### config.mk
export PLATFORM = sky130hd
export DESIGN_NAME = serial_result_tx
export DESIGN_NICKNAME = d
export VERILOG_FILES = /design/src/rtl/srtx_pkg.sv /design/src/rtl/srtx_por.sv /design/src/rtl/srtx_seq.sv /design/src/rtl/srtx_shreg.sv /design/src/rtl/serial_result_tx.sv
export SDC_FILE = /design/constraint.sdc
export NUM_CORES = 1
export LEC_CHECK = 0
export BUFFER_PORTS_ARGS = -buffer_cell sky130_fd_sc_hd__buf_2
export CORE_MARGIN = 2
export CORE_UTILIZATION = 40
export CTS_BUF_LIST = sky130_fd_sc_hd__clkbuf_16
export DETAILED_ROUTE_END_ITERATION = 10
export SLEW_MARGIN = 20
export SYNTH_ARGS = -nofsm -noshare
export SYNTH_HDL_FRONTEND = slang
export SYNTH_HIERARCHICAL = 1
export SYNTH_SLANG_ARGS = --single-unit
export TNS_END_PERCENT = 100
### constraint.sdc
create_clock -name clk -period 3.1 [get_ports clk]
set_input_delay 0.93 -clock clk [delete_from_list [all_inputs] [get_ports clk]]
set_output_delay 0.93 -clock clk [all_outputs]
set_load 0.01 [all_outputs]
### src/rtl/srtx_pkg.sv
package srtx_pkg;

    // Sequencer phases in internal-clock mode
    typedef enum logic [1:0] {
        PH_CONV = 2'd0,   // conversion in progress, both lines high
        PH_LOW  = 2'd1,   // serial clock low half
        PH_HIGH = 2'd2    // serial clock high half
    } seq_phase_e;

    // Outcome of the power-on mode decision
    typedef enum logic [1:0] {
        MODE_WAIT = 2'd0,
        MODE_INT  = 2'd1,
        MODE_EXT  = 2'd2
    } clk_mode_e;

    // Value of the leading status bit of every frame (result ready)
    localparam logic EOC_FLAG = 1'b0;

    // Width of a counter that must hold values 0..n
    function automatic int cnt_width(input int n);
        int w;
        w = $clog2(n + 1);
        return (w < 1) ? 1 : w;
    endfunction

endpackage

### src/rtl/srtx_por.sv
module srtx_por
    import srtx_pkg::*;
#(
    parameter int POR_CYCLES = 50000
) (
    input  logic clk,
    input  logic rst,
    input  logic sense_i,
    output logic run_o,
    output logic ext_o
);
    localparam int             W    = cnt_width(POR_CYCLES);
    localparam logic [W-1:0]   LAST = W'(POR_CYCLES - 1);
    localparam logic [W-1:0]   ONE  = W'(1);

    clk_mode_e      mode_q;
    logic [W-1:0]   cnt_q;

    always_ff @(posedge clk) begin
        if (rst) begin
            mode_q <= MODE_WAIT;
            cnt_q  <= '0;
        end else if (mode_q == MODE_WAIT) begin
            if (cnt_q == LAST) begin
                mode_q <= sense_i ? MODE_INT : MODE_EXT;
            end else begin
                cnt_q <= cnt_q + ONE;
            end
        end
    end

    assign run_o = (mode_q == MODE_INT);
    assign ext_o = (mode_q == MODE_EXT);

endmodule

### src/rtl/srtx_seq.sv
module srtx_seq
    import srtx_pkg::*;
#(
    parameter int CONV_CYCLES = 100000,
    parameter int HALF_CYCLES = 8,
    parameter int FRAME_BITS  = 24
) (
    input  logic clk,
    input  logic rst,
    input  logic run_i,
    output logic load_o,
    output logic shift_o,
    output logic frame_o,
    output logic sck_o
);
    localparam int           CW    = cnt_width(CONV_CYCLES);
    localparam int           HW    = cnt_width(HALF_CYCLES);
    localparam int           BW    = cnt_width(FRAME_BITS);
    localparam logic [CW-1:0] CLAST = CW'(CONV_CYCLES - 1);
    localparam logic [HW-1:0] HLAST = HW'(HALF_CYCLES - 1);
    localparam logic [BW-1:0] BLAST = BW'(FRAME_BITS - 1);
    localparam logic [CW-1:0] CONE  = CW'(1);
    localparam logic [HW-1:0] HONE  = HW'(1);
    localparam logic [BW-1:0] BONE  = BW'(1);

    seq_phase_e     phase_q;
    logic [CW-1:0]  ccnt_q;
    logic [HW-1:0]  hcnt_q;
    logic [BW-1:0]  bit_q;

    always_ff @(posedge clk) begin
        if (rst) begin
            phase_q <= PH_CONV;
            ccnt_q  <= '0;
            hcnt_q  <= '0;
            bit_q   <= '0;
        end else if (run_i) begin
            unique case (phase_q)
                PH_CONV: begin
                    if (ccnt_q == CLAST) begin
                        ccnt_q  <= '0;
                        hcnt_q  <= '0;
                        bit_q   <= '0;
                        phase_q <= PH_LOW;
                    end else begin
                        ccnt_q <= ccnt_q + CONE;
                    end
                end
                PH_LOW: begin
                    if (hcnt_q == HLAST) begin
                        hcnt_q  <= '0;
                        phase_q <= (bit_q == BLAST) ? PH_CONV : PH_HIGH;
                    end else begin
                        hcnt_q <= hcnt_q + HONE;
                    end
                end
                PH_HIGH: begin
                    if (hcnt_q == HLAST) begin
                        hcnt_q  <= '0;
                        bit_q   <= bit_q + BONE;
                        phase_q <= PH_LOW;
                    end else begin
                        hcnt_q <= hcnt_q + HONE;
                    end
                end
                default: phase_q <= PH_CONV;
            endcase
        end
    end

    assign load_o  = run_i && (phase_q == PH_CONV) && (ccnt_q == CLAST);
    assign shift_o = run_i && (phase_q == PH_HIGH) && (hcnt_q == HLAST);
    assign frame_o = (phase_q == PH_LOW) || (phase_q == PH_HIGH);
    assign sck_o   = (phase_q != PH_LOW);

endmodule

### src/rtl/srtx_shreg.sv
module srtx_shreg
    import srtx_pkg::*;
#(
    parameter int FRAME_BITS = 24
) (
    input  logic                  clk,
    input  logic                  rst,
    input  logic                  load_i,
    input  logic                  shift_i,
    input  logic                  frame_i,
    input  logic [FRAME_BITS-2:0] sample_i,
    output logic                  sdo_o
);
    logic [FRAME_BITS-1:0] sr_q;

    always_ff @(posedge clk) begin
        if (rst) begin
            sr_q <= '0;
        end else if (load_i) begin
            sr_q <= {EOC_FLAG, sample_i};
        end else if (shift_i) begin
            sr_q <= {sr_q[FRAME_BITS-2:0], 1'b0};
        end
    end

    // Outside a frame the line idles high (busy / no result)
    assign sdo_o = frame_i ? sr_q[FRAME_BITS-1] : 1'b1;

endmodule

### src/rtl/serial_result_tx.sv
module serial_result_tx
    import srtx_pkg::*;
#(
    parameter int POR_CYCLES  = 50000,
    parameter int CONV_CYCLES = 100000,
    parameter int HALF_CYCLES = 8,
    parameter int FRAME_BITS  = 24
) (
    input  logic                  clk,
    input  logic                  rst,
    input  logic                  sck_sense_i,
    input  logic [FRAME_BITS-2:0] sample_i,
    output logic                  sck_o,
    output logic                  sck_oe_o,
    output logic                  sdo_o,
    output logic                  ext_mode_o
);
    logic run;
    logic ext;
    logic load;
    logic shift;
    logic in_frame;
    logic seq_sck;

    srtx_por #(
        .POR_CYCLES (POR_CYCLES)
    ) u_por (
        .clk     (clk),
        .rst     (rst),
        .sense_i (sck_sense_i),
        .run_o   (run),
        .ext_o   (ext)
    );

    srtx_seq #(
        .CONV_CYCLES (CONV_CYCLES),
        .HALF_CYCLES (HALF_CYCLES),
        .FRAME_BITS  (FRAME_BITS)
    ) u_seq (
        .clk     (clk),
        .rst     (rst),
        .run_i   (run),
        .load_o  (load),
        .shift_o (shift),
        .frame_o (in_frame),
        .sck_o   (seq_sck)
    );

    srtx_shreg #(
        .FRAME_BITS (FRAME_BITS)
    ) u_shreg (
        .clk      (clk),
        .rst      (rst),
        .load_i   (load),
        .shift_i  (shift),
        .frame_i  (in_frame),
        .sample_i (sample_i),
        .sdo_o    (sdo_o)
    );

    assign sck_o      = seq_sck;
    assign sck_oe_o   = run;
    assign ext_mode_o = ext;

endmodule

==> results of run 1 <==
[cell usage after synthesis (all sizes together), types with 2 or more instances]
cell type  instances  area (sq um)
dfxtp             70          1400
nor2              32           123
nor2b             26           163
mux2i             25           250
a21oi             24           120
a211oi            22           185
nand3             19          95.1
nand2             16          60.1
nand4             16           100
o21ai             15          78.8
xor2              12           105
buf               10          82.6
inv               10          37.5
o31ai              9          67.6
or3                9          56.3
ha                 8           100
or4                8          63.8
clkbuf             7          26.3
and4               5          43.8
nor3               5          25.0
and2               3          18.8
and3               3          18.8
nand4bb            3          50.1
o41ai              3          52.6
or4b               3          37.5
xnor2              3          26.3
a31oi              2          12.5
a32o               2          20.0
mux2               2          22.5
nand4b             2          17.5
o32ai              2          17.5
or3b               2          17.5
[cells in the final DEF (no fill, tap or decap), drive strengths merged, types with 5 or more instances in the layout]
master,synthesis,routed
nand3,19,19
o21ai,15,15
nor2,32,32
a211oi,22,22
clkbuf,7,9
nand4,16,16
or4,8,8
and4,5,5
buf,10,35
nand2,16,16
dfxtp,70,70
ha,8,8
or3,9,9
a21oi,24,24
o31ai,9,9
nor2b,26,26
xor2,12,12
inv,10,14
nor3,5,5
mux2i,25,25
[routing by layer]
| metal | global-route usage | share of wire |
|---|---|---|
| met1 | 0.205 | 0.49 |
| met5 | 0 | 0 |
| met2 | 0.255 | 0.46 |
| met3 | 0.0454 | 0.048 |
| met4 | 0.0643 | 0.0048 |
[logic make-up (layout without fill, tap and decap cells)]
family | Yosys count | in the layout | synth area share
simple gates | 160 | 160 | 0.268
compound gates | 81 | 81 | 0.160
flops | 70 | 70 | 0.391
mux | 27 | 27 | 0.0760
buf+inv | 27 | 61 | 0.0408
xor+xnor | 15 | 15 | 0.0366
fa+ha+maj | 8 | 8 | 0.0279
[state kept, by name, indices dropped and copies added (netlist names)]
register and cells:
u_seq/ccnt_q 17, u_por/cnt_q 16, u_seq/phase_q 2, u_por/mode_q 2, u_seq/hcnt_q 4, u_shreg/sr_q 24, u_seq/bit_q 5
[power groups by stage]
stage               clock [mW]  combinational [mW]  sequential [mW]
detailed placement           0              0.0469            0.927
CTS                       1.07              0.0472            0.907
finish                    1.05              0.0467            0.907
global placement             0              0.0467            0.927
global route              1.11              0.0516            0.907
floorplan                    0              0.0220            0.926
[worst register-to-register path: cells and delay by family, from the launching register on]
kind,cells,cell delay [ps]
buf+inv,1,370
simple gates,3,1270
compound gates,1,340
flops,1,350
[final timing paths]
| kind | start | end | cells past startpoint |
|---|---|---|---|
| setup reg to reg | u_seq/ccnt_q[13] | u_shreg/sr_q[18] | 5 |
| hold reg to reg | u_seq/ccnt_q[1] | u_seq/ccnt_q[1] | 2 |
| hold / removal | u_seq/ccnt_q[1] | u_seq/ccnt_q[1] | 2 |
| setup / recovery | u_seq/ccnt_q[13] | u_shreg/sr_q[18] | 5 |
[final cells by class]
class                      count  area [sq um]  area share
sequential                    70          1400       0.341
clock buffer                   9           225      0.0548
multi-input combinational    291          2040       0.496
inverter                      10          37.5     0.00914
clock inverter                 7          78.8      0.0192
timing repair buffer          35           190      0.0463
tap                          108           135      0.0329
[per-stage QoR]
step,cell area (sq um),hold WS (ps),util,instances,power (mW)
finish,4110,482,0.471,530,2.00
detailed placement,3800,467,0.436,514,0.974
global route,4110,495,0.471,530,2.07
global placement,3800,463,0.436,514,0.973
floorplan,3590,445,-,388,0.948
CTS,4110,484,0.471,530,2.03
==> results.cfg, run 1 <==
[routing]
routed_wl_um = 7440
ant_nets = 0
avgRoutedWirePerCell_um = 14.0
vias = 2926
dr.pass1.iters = 4
drtIter0Drc = 123
drc_errors = 0
vias_per_cell = 5.52

[placement]
place_congestion = 0.835
io_buffers = 29
hpwlAfterDp_um = 5010
place_ws_ps = 708

[hold_path]
hp-class = reg -> reg

[cts]
post_cts_buffers = 0
numCtsBuffers = 9
tritoncts = done
hold_buffers = 0
cts_buffer_depth = 2
root_buffer = clkbuf_16
numClockSinks = 70
h-tree-depth = 3
insertion_delay_ps = 330
cts_resized = 0
clk_pin_slew_worst_paths_ps = 60

[power]
power_frac_seq = 0.453
internal_power_mw = 1.56
p_leak_nw = 1.39
irDropWorstVdd_uv = 283
p_comb_frac = 0.023
p_per_area_mw_per_mm2 = 487
switching_share = 0.222
p_switching_mw = 0.445
clock_power_share = 0.523

[die]
rows = 34
die_y_um = 98.7
die_x_um = 98.7
io_pins = 30
coreArea_sq_mm = 0.00872
die_area_sq_mm = 0.00974
floorplan.initialDensity = 0.411

[yosys]
syn_nets = 422
synth_edf_count = 0
synth_ff_type = dfxtp_1
yosysUniqueCellTypes = 55
yosysSeqAreaShare = 0.391
synth_area_per_cell_sq_um = 9.25
async_flop_share = 0
syn-cell-area_sq_mm = 0.00359
yosys_warnings = 6
synthCells = 388
synth-seq-cells = 70

[setup_path]
path_max_fanout = 22
crit_required_ps = 3340
slowest_stage = or4b_4
critPathLaunchType = flop
reg2reg_slack_ps = 690
max_stage_delay_ps = 570
path_cells = or4b_4 > or4_4 > nor2_1 > inv_1 > a211oi_1
critPathTopFamily = simple AND/OR/NAND/NOR gates
crit_type = reg -> reg
crit_buf_inv = 1
cp-end-kind = flop
cp.arrival_ps = 2650

[final_layout]
n_fill_cell = 840
antenna_cells = 0
drive_gt1_frac = 0.156
area_growth_pct = 14.5
fin_nets = 451

[global_routing]
grt_start_max_net_pins = 35
antenna_found_initial = 0
gr-total-overflow = 0
grt_pass1_vias = 2756
grt_pass1_wl_um = 12900
grtUsageTotal = 0.160

[sta]
setup_ws_ps = 687
fmax_mhz = 414
rsz0062_at_grt = no
worst_pin_slew_ps = 780
post-route-period-util = 0.778
setup_tns_ps = 0
period_needed_ps = 2410
fin_skew_ps = 6.96
setup_viol = 0
max_slew_margin = 0.479
final-hold-violation-count = 0
slew_violations = 0

[outcome]
status = finished, final reports clean

[flow_run]
cap_violations = 0
No activity file was read; power rests on OpenSTA's default activity.
==> run 2: changes to the inputs <==
- clock period: 3.1 -> 2 ns (I/O delays scaled with it)
==> run 2 against run 1 <==
  * The flow now finishes with violations (negative setup slack)
  * Hold slack improved by 9.1 ps
  * Count of clock-buffer cells in the layout stayed put
  * Register-to-register slack lost 780 ps
  * Clock power up 34%
  * Die area stayed put
  * Combinational power rose by 110%
  * First-iteration DRC count decreased by 7.3%
  * Global-route usage is 0.98 points higher
  * Power up 46%
  * Via count increased by 4.9%
  * Clock skew fell by 2.1 ps
  * Worst setup slack lost 780 ps
  * Largest power group unchanged
==> results.cfg, run 2 (synthesis results as in run 1) <==
[setup_path]
crit_type = reg -> reg
path_max_fanout = 2
cp-end-kind = flop
cp.arrival_ps = 2350
crit_required_ps = 2260
rr_startpoint = u_seq/ccnt_q[11]
critPathLaunchType = flop
rr_endpoint = u_seq/phase_q[0]
reg2reg_depth = 5
reg2reg_slack_ps = -90

[routing]
dr.pass1.iters = 4
routed_wl_um = 7990
vias = 3068
avgRoutedWirePerCell_um = 14.0
drc_errors = 0
drtIter0Drc = 114
vias_per_cell = 5.36
ant_nets = 0

[sta]
final-hold-violation-count = 0
fin_skew_ps = 4.83
slew_violations = 0
fmax_mhz = 478
setup_tns_ps = -560
rsz0062_at_grt = yes
worst_pin_slew_ps = 717
post-route-period-util = 1.05
setup_viol = 17
setup_ws_ps = -92.6
max_slew_margin = 0.517
period_needed_ps = 2090

[cts]
cts_buffer_depth = 2
tritoncts = done
numCtsBuffers = 9
numClockSinks = 70
root_buffer = clkbuf_16
h-tree-depth = 3
clk_pin_slew_worst_paths_ps = 60
insertion_delay_ps = 330
hold_buffers = 0

[final_layout]
top_regs = u_shreg/sr_q (24), u_seq/ccnt_q (17), u_por/cnt_q (16)
drive_gt1_frac = 0.308
final_core_util = 0.539
final_cell_mix = dfxtp_1 (66), buf_4 (36), buf_2 (30), nor2_1 (30), mux2i_1 (25)
fin_area_sq_mm = 0.00470
largest_reg_flops = 24
fin_nets = 493
antenna_cells = 0
final_common_cell = dfxtp_1
area_growth_pct = 31.1
fin_cells = 572
regMostFlops = u_shreg/sr_q

[placement]
place_inst = 548
place_area_sq_mm = 0.00412
hpwlAfterDp_um = 5350
io_buffers = 29
place_congestion = 0.783

[die]
coreArea_sq_mm = 0.00872
die_area_sq_mm = 0.00974
floorplan.initialDensity = 0.411
die_x_um = 98.7
io_pins = 30
rows = 34
die_y_um = 98.7

[hold_path]
hold_path_depth = 2
worstHoldStart = u_seq/ccnt_q[1]
hp-class = reg -> reg
min_to = u_seq/ccnt_q[1]

[power]
irDropWorstVdd_uv = 463
p_per_area_mw_per_mm2 = 620
p_leak_nw = 1.65

[global_routing]
grtUsageTotal = 0.170
grt_pass1_vias = 3007
antenna_found_initial = 0
grt_pass1_wl_um = 13800
gr-total-overflow = 0
grt_start_max_net_pins = 45

[outcome]
status = finished, violations left
violations = negative setup slack

[flow_run]
cap_violations = 0
[run 2: cell types whose count changed in the layout (fill, tap and decap cells not counted), moves of 5 or more]
cell,before,now
a211oi_1,18,10
nor2b_1,26,10
nor2b_4,0,11
buf_6,0,7
a211oi_2,4,12
nor2b_2,0,5
buf_4,6,36
[run 2: per-layer routing]
| layer | wire [um] | share of wire | vias to the layer above | track usage |
|---|---|---|---|---|
| li1 | - | - | 1592 | - |
| met1 | 3960 | 0.50 | 1428 | 0.231 |
| met2 | 3700 | 0.46 | 43 | 0.261 |
| met3 | 246 | 0.031 | 5 | 0.0326 |
| met4 | 78 | 0.0098 | 0 | 0.0780 |
| met5 | 0 | 0 | - | 0 |
[run 2: timing repair]
action                     4_1_cts  5_1_grt
setup buffers                    4        2
gates cloned                     2        0
resized for setup               31       22
pin swaps                       12        8
setup endpoints to repair       29       45
[run 2: metrics by stage]
step	hold WS [ps]	total power [mW]	setup WS [ps]
2_1_floorplan	445	1.47	10.5
3_3_place_gp	456	1.52	-47.8
3_5_place_dp	470	1.52	-96.1
4_1_cts	483	2.95	-61.5
5_1_grt	520	3.04	-124
6_report	491	2.91	-92.6
[run 2: area by class of cell]
type / instances / area [sq um]
tap: 108 / 135
clock buffer: 9 / 225
inverter: 10 / 45.0
timing repair buffer: 77 / 587
clock inverter: 7 / 41.3
fill: 789 / 4020
sequential: 70 / 1410
multi-input combinational: 291 / 2260
[run 2: worst max-delay path, stage by stage (launching register included)]
cell     delay, ps
dfxtp_2        320
or4b_4         550
buf_4          170
o41a_1         340
or4_4          530
a21oi_2        120
[run 2: worst max-delay path by stage]
stage	startpoint	end	slack [ps]	cells after the start
6_report	u_seq/ccnt_q[11]	u_seq/phase_q[0]	-90	5
5_1_grt	u_seq/ccnt_q[11]	u_seq/phase_q[0]	-120	5
4_1_cts	u_seq/ccnt_q[11]	u_seq/bit_q[0]	-60	5
3_5_place_dp	u_seq/ccnt_q[11]	u_shreg/sr_q[15]	-100	5
3_3_place_gp	u_seq/ccnt_q[11]	u_seq/bit_q[0]	-50	5
2_1_floorplan	u_seq/ccnt_q[11]	u_shreg/sr_q[1]	10	6
[run 2: power by group]
group | switching [mW] | leakage, nW | internal [mW]
sequential | 0.00367 | 0.566 | 1.40
clock | 0.588 | 0.126 | 0.827
combinational | 0.0557 | 0.961 | 0.0424
